File: config.mk
export PLATFORM = sky130hd
export DESIGN_NAME = tod_counter
export DESIGN_NICKNAME = d
export VERILOG_FILES = /design/src/rtl/tod_pkg.sv /design/src/rtl/tod_cfg_regs.sv /design/src/rtl/tod_drift_timer.sv /design/src/rtl/tod_time_adder.sv /design/src/rtl/tod_counter.sv
export SDC_FILE = /design/constraint.sdc
export NUM_CORES = 1
export LEC_CHECK = 0
export ABC_AREA = 1
export BUFFER_PORTS_ARGS = -buffer_cell sky130_fd_sc_hd__clkbuf_2
export CAP_MARGIN = 20
export CORE_ASPECT_RATIO = 1.1
export CORE_MARGIN = 5
export CORE_UTILIZATION = 57
export CTS_CLUSTER_SIZE = 8
export DETAILED_ROUTE_END_ITERATION = 10
export PLACE_DENSITY = 0.8
export SKIP_LAST_GASP = 1
export SYNTH_ARGS = -nofsm -noshare
export SYNTH_HDL_FRONTEND = slang
export SYNTH_SLANG_ARGS = --single-unit
File: constraint.sdc
create_clock -name clk -period 9.5 [get_ports clk]
set_clock_uncertainty 0.1 [all_clocks]
set_input_delay 1.9 -clock clk [delete_from_list [all_inputs] [get_ports clk]]
set_output_delay 1.9 -clock clk [all_outputs]
set_load 0.02 [all_outputs]
File: src/rtl/tod_pkg.sv
package tod_pkg;
  localparam int unsigned NS_PER_SEC = 1_000_000_000;

  typedef enum logic [1:0] {
    SEL_PERIOD = 2'd0,
    SEL_DRIFT  = 2'd1,
    SEL_RATE   = 2'd2,
    SEL_NONE   = 2'd3
  } cfg_sel_e;
endpackage

File: src/rtl/tod_cfg_regs.sv
module tod_cfg_regs
  import tod_pkg::*;
#(
  parameter int unsigned DATA_W   = 32,
  parameter int unsigned PER_NS_W = 16,
  parameter int unsigned FRAC_W   = 16,
  parameter int unsigned RATE_W   = 20,
  parameter logic [PER_NS_W-1:0] RST_PER_NS   = 6,
  parameter logic [FRAC_W-1:0]   RST_PER_FRAC = 16'h6666
) (
  input  logic                clk,
  input  logic                rst,
  input  logic                wr_en,
  input  logic [1:0]          wr_sel,
  input  logic [DATA_W-1:0]   wr_data,
  output logic [PER_NS_W-1:0] per_ns,
  output logic [FRAC_W-1:0]   per_frac,
  output logic [FRAC_W-1:0]   drift_frac,
  output logic [RATE_W-1:0]   rate,
  output logic                rate_wr
);
  cfg_sel_e sel;
  assign sel     = cfg_sel_e'(wr_sel);
  assign rate_wr = wr_en && (sel == SEL_RATE);

  always_ff @(posedge clk) begin
    if (rst) begin
      per_ns     <= RST_PER_NS;
      per_frac   <= RST_PER_FRAC;
      drift_frac <= '0;
      rate       <= '0;
    end else if (wr_en) begin
      case (sel)
        SEL_PERIOD: begin
          per_ns   <= wr_data[FRAC_W +: PER_NS_W];
          per_frac <= wr_data[FRAC_W-1:0];
        end
        SEL_DRIFT: drift_frac <= wr_data[FRAC_W-1:0];
        SEL_RATE:  rate       <= wr_data[RATE_W-1:0];
        default: ;
      endcase
    end
  end

  // the unused select leaves every register as it was
  a_r8_sel_none_noop: assert property (@(posedge clk) disable iff (rst)
    (wr_en && sel == SEL_NONE) |=>
      ($stable(per_ns) && $stable(per_frac) && $stable(drift_frac) && $stable(rate)));
endmodule

File: src/rtl/tod_drift_timer.sv
module tod_drift_timer #(
  parameter int unsigned RATE_W = 20
) (
  input  logic              clk,
  input  logic              rst,
  input  logic [RATE_W-1:0] rate,
  input  logic              rate_wr,
  output logic              drift_ev
);
  logic [RATE_W-1:0] cnt_q;
  logic              enabled;

  assign enabled  = (rate != '0);
  assign drift_ev = enabled && (cnt_q == rate - RATE_W'(1));

  always_ff @(posedge clk) begin
    if (rst || rate_wr || !enabled || drift_ev) cnt_q <= '0;
    else                                       cnt_q <= cnt_q + RATE_W'(1);
  end

  // with an interval longer than one, two events never come back to back
  a_r4_spaced_events: assert property (@(posedge clk) disable iff (rst)
    (drift_ev && !rate_wr && rate > RATE_W'(1)) |=> !drift_ev);

  // a zero rate keeps the interval counter parked
  a_r5_zero_rate_idle: assert property (@(posedge clk) disable iff (rst)
    (!enabled && !rate_wr) |=> (cnt_q == '0 && !drift_ev));
endmodule

File: src/rtl/tod_time_adder.sv
module tod_time_adder
  import tod_pkg::*;
#(
  parameter int unsigned SEC_W    = 48,
  parameter int unsigned NS_W     = 32,
  parameter int unsigned FRAC_W   = 16,
  parameter int unsigned NS64_W   = 48,
  parameter int unsigned PER_NS_W = 16
) (
  input  logic                clk,
  input  logic                rst,
  input  logic [PER_NS_W-1:0] per_ns,
  input  logic [FRAC_W-1:0]   per_frac,
  input  logic [FRAC_W-1:0]   drift_frac,
  input  logic                drift_ev,
  input  logic                load,
  input  logic [SEC_W-1:0]    load_sec,
  input  logic [NS_W-1:0]     load_ns,
  input  logic [FRAC_W-1:0]   load_frac,
  input  logic [NS64_W-1:0]   load_ns64,
  input  logic [FRAC_W-1:0]   load_frac64,
  output logic [SEC_W-1:0]    sec_q,
  output logic [NS_W-1:0]     ns_q,
  output logic [FRAC_W-1:0]   frac_q,
  output logic [NS64_W-1:0]   ns64_q,
  output logic [FRAC_W-1:0]   frac64_q
);
  localparam int unsigned STEP_W = PER_NS_W + FRAC_W + 1;
  localparam int unsigned NADD_W = PER_NS_W + 1;
  localparam logic [NS_W:0] BILLION = (NS_W+1)'(NS_PER_SEC);

  // Period plus optional drift, in fractional-nanosecond units
  function automatic logic [STEP_W-1:0] step_units(
    input logic [PER_NS_W-1:0] pns, input logic [FRAC_W-1:0] pfr,
    input logic [FRAC_W-1:0] dfr, input logic add_drift);
    return {1'b0, pns, pfr} + (add_drift ? STEP_W'(dfr) : '0);
  endfunction

  // Sum of fraction and step fraction, carry in the top bit
  function automatic logic [FRAC_W:0] frac_sum(
    input logic [FRAC_W-1:0] cur, input logic [FRAC_W-1:0] inc);
    return {1'b0, cur} + {1'b0, inc};
  endfunction

  logic [STEP_W-1:0] step;
  logic [FRAC_W:0]   f96, f64;
  logic [NADD_W:0]   nadd96, nadd64;
  logic [NS_W:0]     ns_sum;
  logic              ns_wrap;

  assign step    = step_units(per_ns, per_frac, drift_frac, drift_ev);
  assign f96     = frac_sum(frac_q, step[FRAC_W-1:0]);
  assign f64     = frac_sum(frac64_q, step[FRAC_W-1:0]);
  assign nadd96  = {1'b0, step[STEP_W-1:FRAC_W]} + (NADD_W+1)'(f96[FRAC_W]);
  assign nadd64  = {1'b0, step[STEP_W-1:FRAC_W]} + (NADD_W+1)'(f64[FRAC_W]);
  assign ns_sum  = {1'b0, ns_q} + (NS_W+1)'(nadd96);
  assign ns_wrap = (ns_sum >= BILLION);

  always_ff @(posedge clk) begin
    if (rst) begin
      sec_q    <= '0;
      ns_q     <= '0;
      frac_q   <= '0;
      ns64_q   <= '0;
      frac64_q <= '0;
    end else if (load) begin
      sec_q    <= load_sec;
      ns_q     <= load_ns;
      frac_q   <= load_frac;
      ns64_q   <= load_ns64;
      frac64_q <= load_frac64;
    end else begin
      frac_q   <= f96[FRAC_W-1:0];
      frac64_q <= f64[FRAC_W-1:0];
      ns64_q   <= ns64_q + NS64_W'(nadd64);
      if (ns_wrap) begin
        ns_q  <= NS_W'(ns_sum - BILLION);
        sec_q <= sec_q + SEC_W'(1);
      end else begin
        ns_q  <= ns_sum[NS_W-1:0];
      end
    end
  end

  // nanoseconds stay within one second
  a_r3_ns_in_range: assert property (@(posedge clk) disable iff (rst)
    !load |=> ({1'b0, ns_q} < BILLION));

  // seconds move exactly when nanoseconds fall back
  a_r3_sec_with_ns_drop: assert property (@(posedge clk) disable iff (rst)
    !load |=> ((sec_q != $past(sec_q)) == (ns_q < $past(ns_q)))
              && (sec_q == $past(sec_q) || sec_q == $past(sec_q) + SEC_W'(1)));

  // a load copies both forms exactly
  a_r6_load_copy: assert property (@(posedge clk) disable iff (rst)
    load |=> ({sec_q, ns_q, frac_q} == $past({load_sec, load_ns, load_frac})
              && {ns64_q, frac64_q} == $past({load_ns64, load_frac64})));

  // both forms see the same fractional advance
  a_r7_frac_agree: assert property (@(posedge clk) disable iff (rst)
    !load |=> (FRAC_W'(frac64_q - $past(frac64_q)) == FRAC_W'(frac_q - $past(frac_q))));
endmodule

File: src/rtl/tod_counter.sv
module tod_counter
  import tod_pkg::*;
#(
  parameter int unsigned SEC_W    = 48,
  parameter int unsigned NS_W     = 32,
  parameter int unsigned FRAC_W   = 16,
  parameter int unsigned NS64_W   = 48,
  parameter int unsigned PER_NS_W = 16,
  parameter int unsigned RATE_W   = 20,
  parameter int unsigned DATA_W   = 32,
  localparam int unsigned T96_W   = SEC_W + NS_W + FRAC_W,
  localparam int unsigned T64_W   = NS64_W + FRAC_W
) (
  input  logic              clk,
  input  logic              rst,
  input  logic              cfg_wr,
  input  logic [1:0]        cfg_sel,
  input  logic [DATA_W-1:0] cfg_wdata,
  input  logic              load,
  input  logic [T96_W-1:0]  load_t96,
  input  logic [T64_W-1:0]  load_t64,
  output logic [T96_W-1:0]  tod96,
  output logic [T64_W-1:0]  tod64
);
  logic [PER_NS_W-1:0] per_ns;
  logic [FRAC_W-1:0]   per_frac, drift_frac, frac_q, frac64_q;
  logic [RATE_W-1:0]   rate;
  logic                rate_wr, drift_ev;
  logic [SEC_W-1:0]    sec_q;
  logic [NS_W-1:0]     ns_q;
  logic [NS64_W-1:0]   ns64_q;

  tod_cfg_regs #(.DATA_W(DATA_W), .PER_NS_W(PER_NS_W), .FRAC_W(FRAC_W), .RATE_W(RATE_W)) u_regs (
    .clk(clk), .rst(rst), .wr_en(cfg_wr), .wr_sel(cfg_sel), .wr_data(cfg_wdata),
    .per_ns(per_ns), .per_frac(per_frac), .drift_frac(drift_frac),
    .rate(rate), .rate_wr(rate_wr));

  tod_drift_timer #(.RATE_W(RATE_W)) u_timer (
    .clk(clk), .rst(rst), .rate(rate), .rate_wr(rate_wr), .drift_ev(drift_ev));

  tod_time_adder #(.SEC_W(SEC_W), .NS_W(NS_W), .FRAC_W(FRAC_W), .NS64_W(NS64_W),
                   .PER_NS_W(PER_NS_W)) u_add (
    .clk(clk), .rst(rst), .per_ns(per_ns), .per_frac(per_frac),
    .drift_frac(drift_frac), .drift_ev(drift_ev), .load(load),
    .load_sec(load_t96[T96_W-1 -: SEC_W]), .load_ns(load_t96[FRAC_W +: NS_W]),
    .load_frac(load_t96[FRAC_W-1:0]), .load_ns64(load_t64[T64_W-1 -: NS64_W]),
    .load_frac64(load_t64[FRAC_W-1:0]),
    .sec_q(sec_q), .ns_q(ns_q), .frac_q(frac_q), .ns64_q(ns64_q), .frac64_q(frac64_q));

  assign tod96 = {sec_q, ns_q, frac_q};
  assign tod64 = {ns64_q, frac64_q};

  // outputs read zero on the edge after reset is sampled
  a_r1_reset_zero: assert property (@(posedge clk)
    $past(rst) |-> (tod96 == '0 && tod64 == '0));
endmodule

==> flow_metrics.py, run 1 <==
metrics = {
    "yosys": {
        "synth_area_um2": 18960,
        "yosys_warnings": 0,
        "synth_nets": 3383,
        "synth_cell_types": 54,
        "ys_seq_elements": 248,
        "avgSynthCellArea_um2": 6.127,
        "ys.flop_type": "dfxtp_1",
        "synth_edf_count": 0,
        "async_reset_ff_frac": 0,
        "netlist_instances": 3094,
        "seq_area_frac_synth": 0.2619,
    },
    "job": {
        "drv_cap": 0,
    },
    "timing": {
        "drv_slew": 0,
        "min_period_ps": 8664,
        "final.setup.worst_slack_ps": 835.6,
        "slew_headroom": 0.3899,
        "fmax_mhz": 115.4,
        "finalCritPeriodShare": 0.9120,
        "finalSetupTns_ps": 0,
        "hold_viol": 0,
        "worst_pin_slew_ps": 915.2,
        "rsz0062_at_grt": "no",
        "setup_viol_count_final": 0,
        "fin_hold_ws_ps": 350.8,
    },
    "power_and_ir_drop": {
        "p_leak_nw": 11.08,
        "powerDensity_nw_per_um2": 149.8,
        "vdd_drop_max_mv": 0.1779,
    },
    "global_routing": {
        "antenna_found_initial": 5,
        "grt_usage": 0.3394,
        "grt_pass1_vias": 20291,
        "grt_overflow_total": 0,
        "grt_pass1_wl_mm": 103.7,
        "grt_max_degree": 118,
    },
    "setup_path": {
        "slowest_stage": "fa_1",
        "cp.arrival_ps": 9010,
        "path_common_cell": "nand2_1",
        "cp.required_ps": 9850,
        "crit_family": "simple AND/OR/NAND/NOR gates",
        "cp-start-kind": "flip-flop",
        "critPathKind": "flip-flop to flip-flop",
        "critPathMaxFanout": 21,
        "end_kind": "flip-flop",
        "crit_path_max_incr_delay_ps": 480,
        "critPathBufInv": 5,
    },
    "cts": {
        "cts-root-buf": "clkbuf_16",
        "cts_buffers": 37,
        "clk_latency_ps": 550,
        "htree_levels": 2,
        "cts_max_path_buffers": 3,
        "cts_sinks": 248,
        "cts_tree": "yes",
        "clk_pin_slew_worst_paths_ps": 50,
    },
    "floorplan": {
        "dieArea_um2": 37010,
        "core-area_um2": 33020,
        "row_count": 70,
        "initial_core_util": 0.5742,
        "die_h_um": 201.3,
        "io_pins": 358,
        "die_x_um": 183.9,
    },
    "detailed_routing": {
        "vias": 21521,
        "viasPerCell": 5.575,
        "wl_mm": 65.51,
        "routedWlPerCell_um": 16.97,
        "drtPass1Iterations": 6,
        "postRouteAntennaNets": 0,
        "drcViolationCount": 0,
        "drt-initial-drc-count": 1819,
    },
    "place": {
        "place_area_um2": 20970,
        "routabilityCongestion": 0.9707,
        "dpl.hpwl_mm": 51.29,
        "post-place-ws_ps": 572.3,
        "io_buffers": 357,
    },
    "min_path": {
        "min_path_type": "flip-flop to flip-flop",
    },
    "final_layout": {
        "syn_to_final_growth_pct": 16.57,
        "postLayoutCellArea_um2": 22100,
        "fin_nets": 3707,
        "drive_gt1_frac": 0.1437,
    },
    "run_status": {
        "outcome": "completed",
    },
}
[sequential cells by signal, indices dropped and copies added, names as in the netlist]
name	count
u_add.frac64_q	16
u_regs.per_frac	16
u_add.ns_q	32
u_add.sec_q	48
u_regs.drift_frac	16
u_regs.per_ns	16
u_regs.rate	20
u_timer.cnt_q	20
u_add.ns64_q	48
u_add.frac_q	16
[layer usage]
layer,wire length [µm],part of all wire,track usage,up-vias
met4,2531,0.039,0.1313,0
li1,-,-,-,10602
met3,4590,0.070,0.04086,169
met5,0,0,0,-
met1,27570,0.42,0.4441,9869
met2,30820,0.47,0.5699,881
[layout make-up]
class / instances / area (µm²)
multi-input cells: 2333 / 12020
fillers: 3087 / 10920
flip-flops and latches: 248 / 4965
repair buffers: 375 / 1947
inverters: 423 / 1597
clock buffers: 40 / 947.2
well taps: 432 / 540.5
clock inverters: 4 / 67.56
diodes: 5 / 12.51
[kinds of logic (layout without fill, tap and decap cells)]
kind of cell | Yosys count | in the layout | share of synthesized area
AOI/OAI and AO/OA | 464 | 464 | 0.1357
other | 0 | 5 | 0
muxes | 3 | 3 | 0.001782
buffers and inverters | 513 | 842 | 0.1051
and+or+nand+nor | 1633 | 1633 | 0.3671
xor gates and xnor gates | 142 | 142 | 0.06560
adders and majority gates | 91 | 91 | 0.06283
DFF | 248 | 248 | 0.2619
[Yosys cell counts, types with 5 or more instances]
cell / count / share of area
nand3_2: 7 / 0.0037
nand3b_1: 13 / 0.0051
nor3_1: 79 / 0.021
clkbuf_1: 68 / 0.013
o211ai_1: 27 / 0.011
nor4_1: 26 / 0.0086
o21bai_1: 5 / 0.0020
nand2_2: 13 / 0.0043
fa_1: 7 / 0.0074
inv_2: 14 / 0.0028
a21o_1: 8 / 0.0032
o31ai_1: 7 / 0.0028
nor2_2: 15 / 0.0049
dfxtp_1: 248 / 0.26
buf_6: 7 / 0.0042
inv_1: 406 / 0.080
nor3b_1: 10 / 0.0040
o221ai_1: 9 / 0.0042
ha_1: 84 / 0.055
xnor2_1: 37 / 0.017
nand2_1: 773 / 0.15
xor2_1: 105 / 0.049
a21boi_0: 12 / 0.0048
a21oi_1: 178 / 0.047
a31oi_1: 5 / 0.0016
nor2_1: 438 / 0.087
o21ai_0: 192 / 0.051
nand4_1: 49 / 0.016
nand3_1: 184 / 0.049
or2_2: 9 / 0.0030
buf_2: 11 / 0.0029
[tightest hold or removal path: stages (launching register included)]
cell and delay (ps):
dfxtp_1 290, inv_1 60, a21oi_1 50
[cell usage in the layout (no fill, tap or decap), types with 27 or more instances in the layout]
cell type and n:
nor2_1 437, clkbuf_2 355, nand4_1 49, clkbuf_16 37, xnor2_1 37, xor2_1 105, nor3_1 78, o21ai_0 191
ha_1 84, dfxtp_1 248, nand3_1 183, inv_1 406, o211ai_1 27, a21oi_1 178, nand2_1 772
[worst paths after layout]
path                                      start                                  to  slack [ps]  depth (start not counted)
max                 u_regs.rate[2]$_SDFFE_PP0P_           u_add.ns_q[20]$_SDFF_PP0_         840                         56
min          u_regs.drift_frac[12]$_SDFFE_PP0P_  u_regs.drift_frac[12]$_SDFFE_PP0P_         350                          2
max reg2reg         u_regs.rate[2]$_SDFFE_PP0P_           u_add.ns_q[20]$_SDFF_PP0_         840                         56
min reg2reg  u_regs.drift_frac[12]$_SDFFE_PP0P_  u_regs.drift_frac[12]$_SDFFE_PP0P_         350                          2
[report_power, final]
group | leakage [nW] | internal (mW) | switching [mW] | total [mW]
Clock | 0.499 | 0.729 | 0.486 | 1.21
Combinational | 8.53 | 0.305 | 0.579 | 0.884
Sequential | 2.05 | 1.12 | 0.0907 | 1.21
[repair_timing]
item / 4_1_cts / 5_1_grt
setup endpoints to repair: 0 / 75
hold buffers: 0 / 0
resized for setup: 0 / 8
buffers inserted: 0 / 7
[stage by stage]
stage               cells  utilization  power [mW]
finish               3860       0.6693       3.310
CTS                  3847       0.6657       3.301
global route         3860       0.6693       3.469
floorplan            3094            -       1.799
detailed placement   3803       0.6350       2.083
global placement     3803       0.6350       2.066
(Power assumes the default switching activity.)
==> inputs of run 2 (changes only) <==
CELL_PAD_IN_SITES_DETAIL_PLACEMENT = 0   (was default)
CELL_PAD_IN_SITES_GLOBAL_PLACEMENT = 1   (was default)
CORE_UTILIZATION = 39   (was 57)
PLACE_DENSITY = 0.79   (was 0.8)
==> flow_metrics.py, run 2 (same netlist as run 1, synthesis figures left out) <==
metrics = {
    "cts": {
        "cts_max_path_buffers": 3,
        "clk_latency_ps": 560,
        "cts_tree": "yes",
        "cts_sinks": 248,
        "cts.hold.buffers_added": 0,
        "cts-root-buf": "clkbuf_16",
        "htree_levels": 2,
        "cts_buffers": 37,
        "clk_pin_slew_worst_paths_ps": 50,
    },
    "power_and_ir_drop": {
        "finalPower_mw": 3.316,
        "seqPwrFrac": 0.366,
        "p_sw_frac": 0.3567,
        "p_switching_mw": 1.183,
        "vdd_drop_max_mv": 0.1074,
        "intPower_mw": 2.133,
        "p_leak_nw": 11.05,
        "pwr-share-clk": 0.368,
        "powerDensity_nw_per_um2": 148.5,
        "power_frac_comb": 0.266,
    },
    "timing": {
        "finalCritPeriodShare": 0.9090,
        "fmax_mhz": 115.8,
        "worst_pin_slew_ps": 1138,
        "drv_slew": 0,
        "hold_viol": 0,
        "min_period_ps": 8635,
        "slew_headroom": 0.2414,
        "final.setup.worst_slack_ps": 864.8,
        "setup_viol_count_final": 0,
    },
    "place": {
        "routabilityCongestion": 0.9428,
        "dpl.hpwl_mm": 56.29,
        "io_buffers": 357,
        "post-place-ws_ps": 354.9,
    },
    "final_layout": {
        "multi_input_area_um2": 12040,
        "final_cell_mix": "nand2_1, nor2_1, inv_1",
        "fill_cells": 5232,
        "syn_to_final_growth_pct": 17.75,
        "regArea_um2": 4965,
        "drive_gt1_frac": 0.1436,
        "top_regs": "u_add.ns64_q x48, u_add.sec_q x48, u_add.ns_q x32",
        "fin_nets": 3703,
        "final_common_cell": "nand2_1",
        "finalCoreUtilization": 0.4658,
    },
    "job": {
        "drv_cap": 0,
    },
    "detailed_routing": {
        "drt-initial-drc-count": 1284,
        "wl_mm": 70.82,
        "postRouteAntennaNets": 0,
        "drcViolationCount": 0,
        "drtPass1Iterations": 6,
        "vias": 20971,
        "routedWlPerCell_um": 17.42,
        "viasPerCell": 5.158,
    },
    "run_status": {
        "outcome": "completed",
    },
    "min_path": {
        "min_path_type": "flip-flop to flip-flop",
    },
    "floorplan": {
        "core-area_um2": 47930,
        "row_count": 84,
        "die_h_um": 241.2,
        "dieArea_um2": 53120,
        "io_pins": 358,
        "die_x_um": 220.2,
        "initial_core_util": 0.3956,
    },
    "global_routing": {
        "antenna_found_initial": 1,
        "grt_pass1_wl_mm": 109.1,
        "grt_usage": 0.2568,
        "grt_overflow_total": 0,
        "grt_max_degree": 104,
        "grt_pass1_vias": 20204,
    },
    "setup_path": {
        "critPathMaxFanout": 14,
        "slowest_stage": "fa_1",
        "end_kind": "flip-flop",
        "cp.arrival_ps": 9000,
        "path_common_cell": "nand2_1",
        "cp.required_ps": 9860,
        "critPathKind": "flip-flop to flip-flop",
        "crit_path_max_incr_delay_ps": 450,
        "cp-start-kind": "flip-flop",
    },
}
[run 2: cell types whose count changed in the layout (fill, tap and decap cells not counted), moves of 2 or more]
cell,before,now
nor2_1,437,435
diode_2,5,1
inv_6,3,1
clkbuf_1,2,4
buf_4,19,16
[run 2: final cells by class]
cell class / instances / area share
multi-input cells: 2333 / 0.5394
flip-flops and latches: 248 / 0.2224
repair buffers: 371 / 0.08497
inverters: 423 / 0.07152
clock buffers: 43 / 0.04338
well taps: 645 / 0.03615
clock inverters: 2 / 0.002074
diodes: 1 / 0.0001121
[run 2: routing by layer]
layer  part of all wire  wire length [µm]  vias to the layer above  GRT usage
met4              0.033              2345                        0    0.08625
met3              0.045              3166                      112    0.03425
met5                  0                 0                        -          0
met2               0.49             34720                      530     0.4556
li1                   -                 -                    10605          -
met1               0.43             30580                     9724     0.3214
[run 2: power groups by stage]
| stage | Sequential [mW] | Combinational [mW] | Clock (mW) |
|---|---|---|---|
| detailed placement | 1.24 | 0.875 | 0 |
| finish | 1.21 | 0.881 | 1.22 |
| floorplan | 1.27 | 0.530 | 0 |
| global route | 1.22 | 0.985 | 1.30 |
| global placement | 1.24 | 0.868 | 0 |
| CTS | 1.21 | 0.881 | 1.26 |
[run 2: final timing paths]
check,from,endpoint,slack (ps),cells after the start
worst max-delay path,u_regs.rate[0]$_SDFFE_PP0P_,u_add.sec_q[26]$_SDFFE_PP0P_,860,53
worst min register to register,u_regs.drift_frac[9]$_SDFFE_PP0P_,u_regs.drift_frac[9]$_SDFFE_PP0P_,350,2
worst max register to register,u_regs.rate[0]$_SDFFE_PP0P_,u_add.sec_q[26]$_SDFFE_PP0P_,860,53
worst min-delay path,u_regs.drift_frac[9]$_SDFFE_PP0P_,u_regs.drift_frac[9]$_SDFFE_PP0P_,350,2
[run 2: critical path: cells and delay by family, from the launching register on]
family | cells | cell delay, ps
xor gates and xnor gates | 2 | 310
AOI/OAI and AO/OA | 10 | 1320
adders and majority gates | 7 | 2300
and+or+nand+nor | 29 | 3380
buffers and inverters | 5 | 780
DFF | 1 | 310
[run 2: through the flow]
stage / hold WS [ps] / cell area, µm² / TNS, ps / instances
after floorplan: 330.2 / 18960 / 0 / 3094
after global placement: 346.9 / 21260 / 0 / 4019
final: 354.0 / 22320 / 0 / 4066
after detailed placement: 349.8 / 21260 / 0 / 4019
after global routing: 379.8 / 22320 / -8.593 / 4066
after CTS: 352.9 / 22270 / 0 / 4064
[run 2: what timing repair did]
action | CTS | global route
endpoints found under the hold margin | 0 | 0
setup buffers | 0 | 1
resized for setup | 0 | 13
endpoints found under the setup margin | 0 | 76
==> inputs of run 3 (changes only) <==
BUFFER_PORTS_ARGS = default   (was -buffer_cell sky130_fd_sc_hd__clkbuf_2)
CORE_UTILIZATION = 45   (was 39)
DONT_BUFFER_PORTS = 1   (was default)
PLACE_DENSITY = 0.8   (was 0.79)
==> flow_metrics.py, run 3 (same netlist as run 1, synthesis figures left out) <==
metrics = {
    "setup_path": {
        "critPathMaxFanout": 13,
        "crit_path_max_incr_delay_ps": 490,
        "path_common_cell": "nand2_1",
        "end_kind": "flip-flop",
        "slowest_stage": "fa_1",
        "cp-start-kind": "flip-flop",
        "cp.arrival_ps": 9030,
        "cp.required_ps": 9840,
        "critPathKind": "flip-flop to flip-flop",
    },
    "cts": {
        "clk_latency_ps": 560,
        "htree_levels": 2,
        "cts.hold.buffers_added": 0,
        "cts_buffers": 37,
        "cts-root-buf": "clkbuf_16",
        "cts_max_path_buffers": 3,
        "cts_sinks": 248,
        "cts_tree": "yes",
        "clk_pin_slew_worst_paths_ps": 50,
    },
    "min_path": {
        "min_path_type": "flip-flop to flip-flop",
    },
    "global_routing": {
        "grt_pass1_vias": 18172,
        "antenna_found_initial": 4,
        "grt_max_degree": 141,
        "grt_pass1_wl_mm": 102.1,
        "grt_usage": 0.2750,
        "grt_overflow_total": 0,
    },
    "final_layout": {
        "final_cells": 3623,
        "final_cell_mix": "nand2_1, nor2_1, inv_1",
        "top_regs": "u_add.ns64_q x48, u_add.sec_q x48, u_add.ns_q x32",
        "fill_cells": 4377,
        "drive_gt1_frac": 0.04248,
        "fin_nets": 3345,
        "syn_to_final_growth_pct": 7.768,
        "final_common_cell": "nand2_1",
    },
    "timing": {
        "worst_pin_slew_ps": 862.0,
        "drv_slew": 0,
        "hold_viol": 0,
        "setup_viol_count_final": 0,
        "finalCritPeriodShare": 0.9149,
        "rsz0062_at_grt": "no",
        "slew_headroom": 0.4254,
        "fmax_mhz": 115.1,
        "finalSetupTns_ps": 0,
        "min_period_ps": 8691,
    },
    "floorplan": {
        "dieArea_um2": 46340,
        "row_count": 78,
        "die_h_um": 225.3,
        "core-area_um2": 41480,
        "initial_core_util": 0.4571,
        "die_x_um": 205.7,
        "io_pins": 358,
    },
    "place": {
        "placed_cells": 3574,
        "routabilityCongestion": 0.9740,
        "dpl.hpwl_mm": 52.02,
        "io_buffers": 0,
    },
    "detailed_routing": {
        "postRouteAntennaNets": 0,
        "drt-initial-drc-count": 1257,
        "viasPerCell": 5.351,
        "wl_mm": 66.07,
        "vias": 19388,
        "drtPass1Iterations": 5,
        "routedWlPerCell_um": 18.24,
        "drcViolationCount": 0,
    },
    "job": {
        "drv_cap": 0,
    },
    "power_and_ir_drop": {
        "seqPwrFrac": 0.406,
        "p_sw_frac": 0.3457,
        "pwr-share-clk": 0.383,
        "finalPower_mw": 3.204,
        "p_switching_mw": 1.108,
        "vdd_drop_max_mv": 0.1261,
        "intPower_mw": 2.096,
        "power_frac_comb": 0.211,
        "powerDensity_nw_per_um2": 156.8,
        "p_leak_nw": 9.530,
    },
    "run_status": {
        "outcome": "completed",
    },
}
==> run 3: cell types whose count changed in the layout (fill, tap and decap cells not counted), sizes merged <==
cell	change
bufinv	+1
clkbuf	-357
buf	-4
diode	+2
nand3	+1
clkinv	-1
==> run 3: critical path: cells and delay by family, from the launching register on <==
family | cells | cell delay, ps
compound gates | 7 | 1010
buf+inv | 4 | 500
simple gates | 37 | 4120
xor+xnor | 2 | 390
flops | 1 | 330
fa+ha+maj | 6 | 2110
==> run 3: final timing paths <==
path	start	endpoint	slack (ps)	cells after the start
max	u_regs.rate[3]$_SDFFE_PP0P_	u_add.ns_q[20]$_SDFF_PP0_	810	56
min	u_regs.drift_frac[8]$_SDFFE_PP0P_	u_regs.drift_frac[8]$_SDFFE_PP0P_	360	2
max reg2reg	u_regs.rate[3]$_SDFFE_PP0P_	u_add.ns_q[20]$_SDFF_PP0_	810	56
min reg2reg	u_regs.drift_frac[8]$_SDFFE_PP0P_	u_regs.drift_frac[8]$_SDFFE_PP0P_	360	2
==> run 3: metrics by stage <==
| stage | cell area, µm² | setup WS, ps | utilization | hold WS (ps) |
|---|---|---|---|---|
| after CTS | 20370 | 463.0 | 0.4910 | 365.4 |
| after global routing | 20430 | 25.52 | 0.4925 | 393.0 |
| final | 20430 | 808.9 | 0.4926 | 364.3 |
| after detailed placement | 19350 | 528.4 | 0.4665 | 356.9 |
| after global placement | 19350 | 653.4 | 0.4665 | 352.9 |
| after floorplan | 18960 | 2200 | - | 330.2 |
==> run 3: repair_timing <==
action,4_1_cts,5_1_grt
setup endpoints to repair,0,73
resized for setup,0,10
buffers inserted,0,2
==> run 3: power by group through the flow <==
stage	logic, mW	clock network (mW)	registers (mW)
2_1_floorplan	0.530	0	1.27
3_3_place_gp	0.658	0	1.32
3_5_place_dp	0.664	0	1.32
4_1_cts	0.669	1.26	1.30
5_1_grt	0.771	1.30	1.31
6_report	0.675	1.23	1.30
==> run 3: layout make-up <==
type | instances | area, µm² | area share
multi-input combinational | 2334 | 12040 | 0.5891
sequential | 248 | 4965 | 0.2430
inverter | 423 | 1597 | 0.07814
clock buffer | 41 | 972.2 | 0.04758
tap | 560 | 700.7 | 0.03429
timing repair buffer | 12 | 106.4 | 0.005205
clock inverter | 2 | 46.29 | 0.002266
antenna | 3 | 7.507 | 0.0003674
==> run 3: per-layer routing <==
| metal | GRT usage | wire length [µm] | up-vias |
|---|---|---|---|
| met2 | 0.4638 | 31320 | 544 |
| met5 | 0 | 0 | - |
| met1 | 0.3467 | 27790 | 8852 |
| met4 | 0.08969 | 2047 | 0 |
| met3 | 0.06477 | 4915 | 110 |
| li1 | - | - | 9882 |
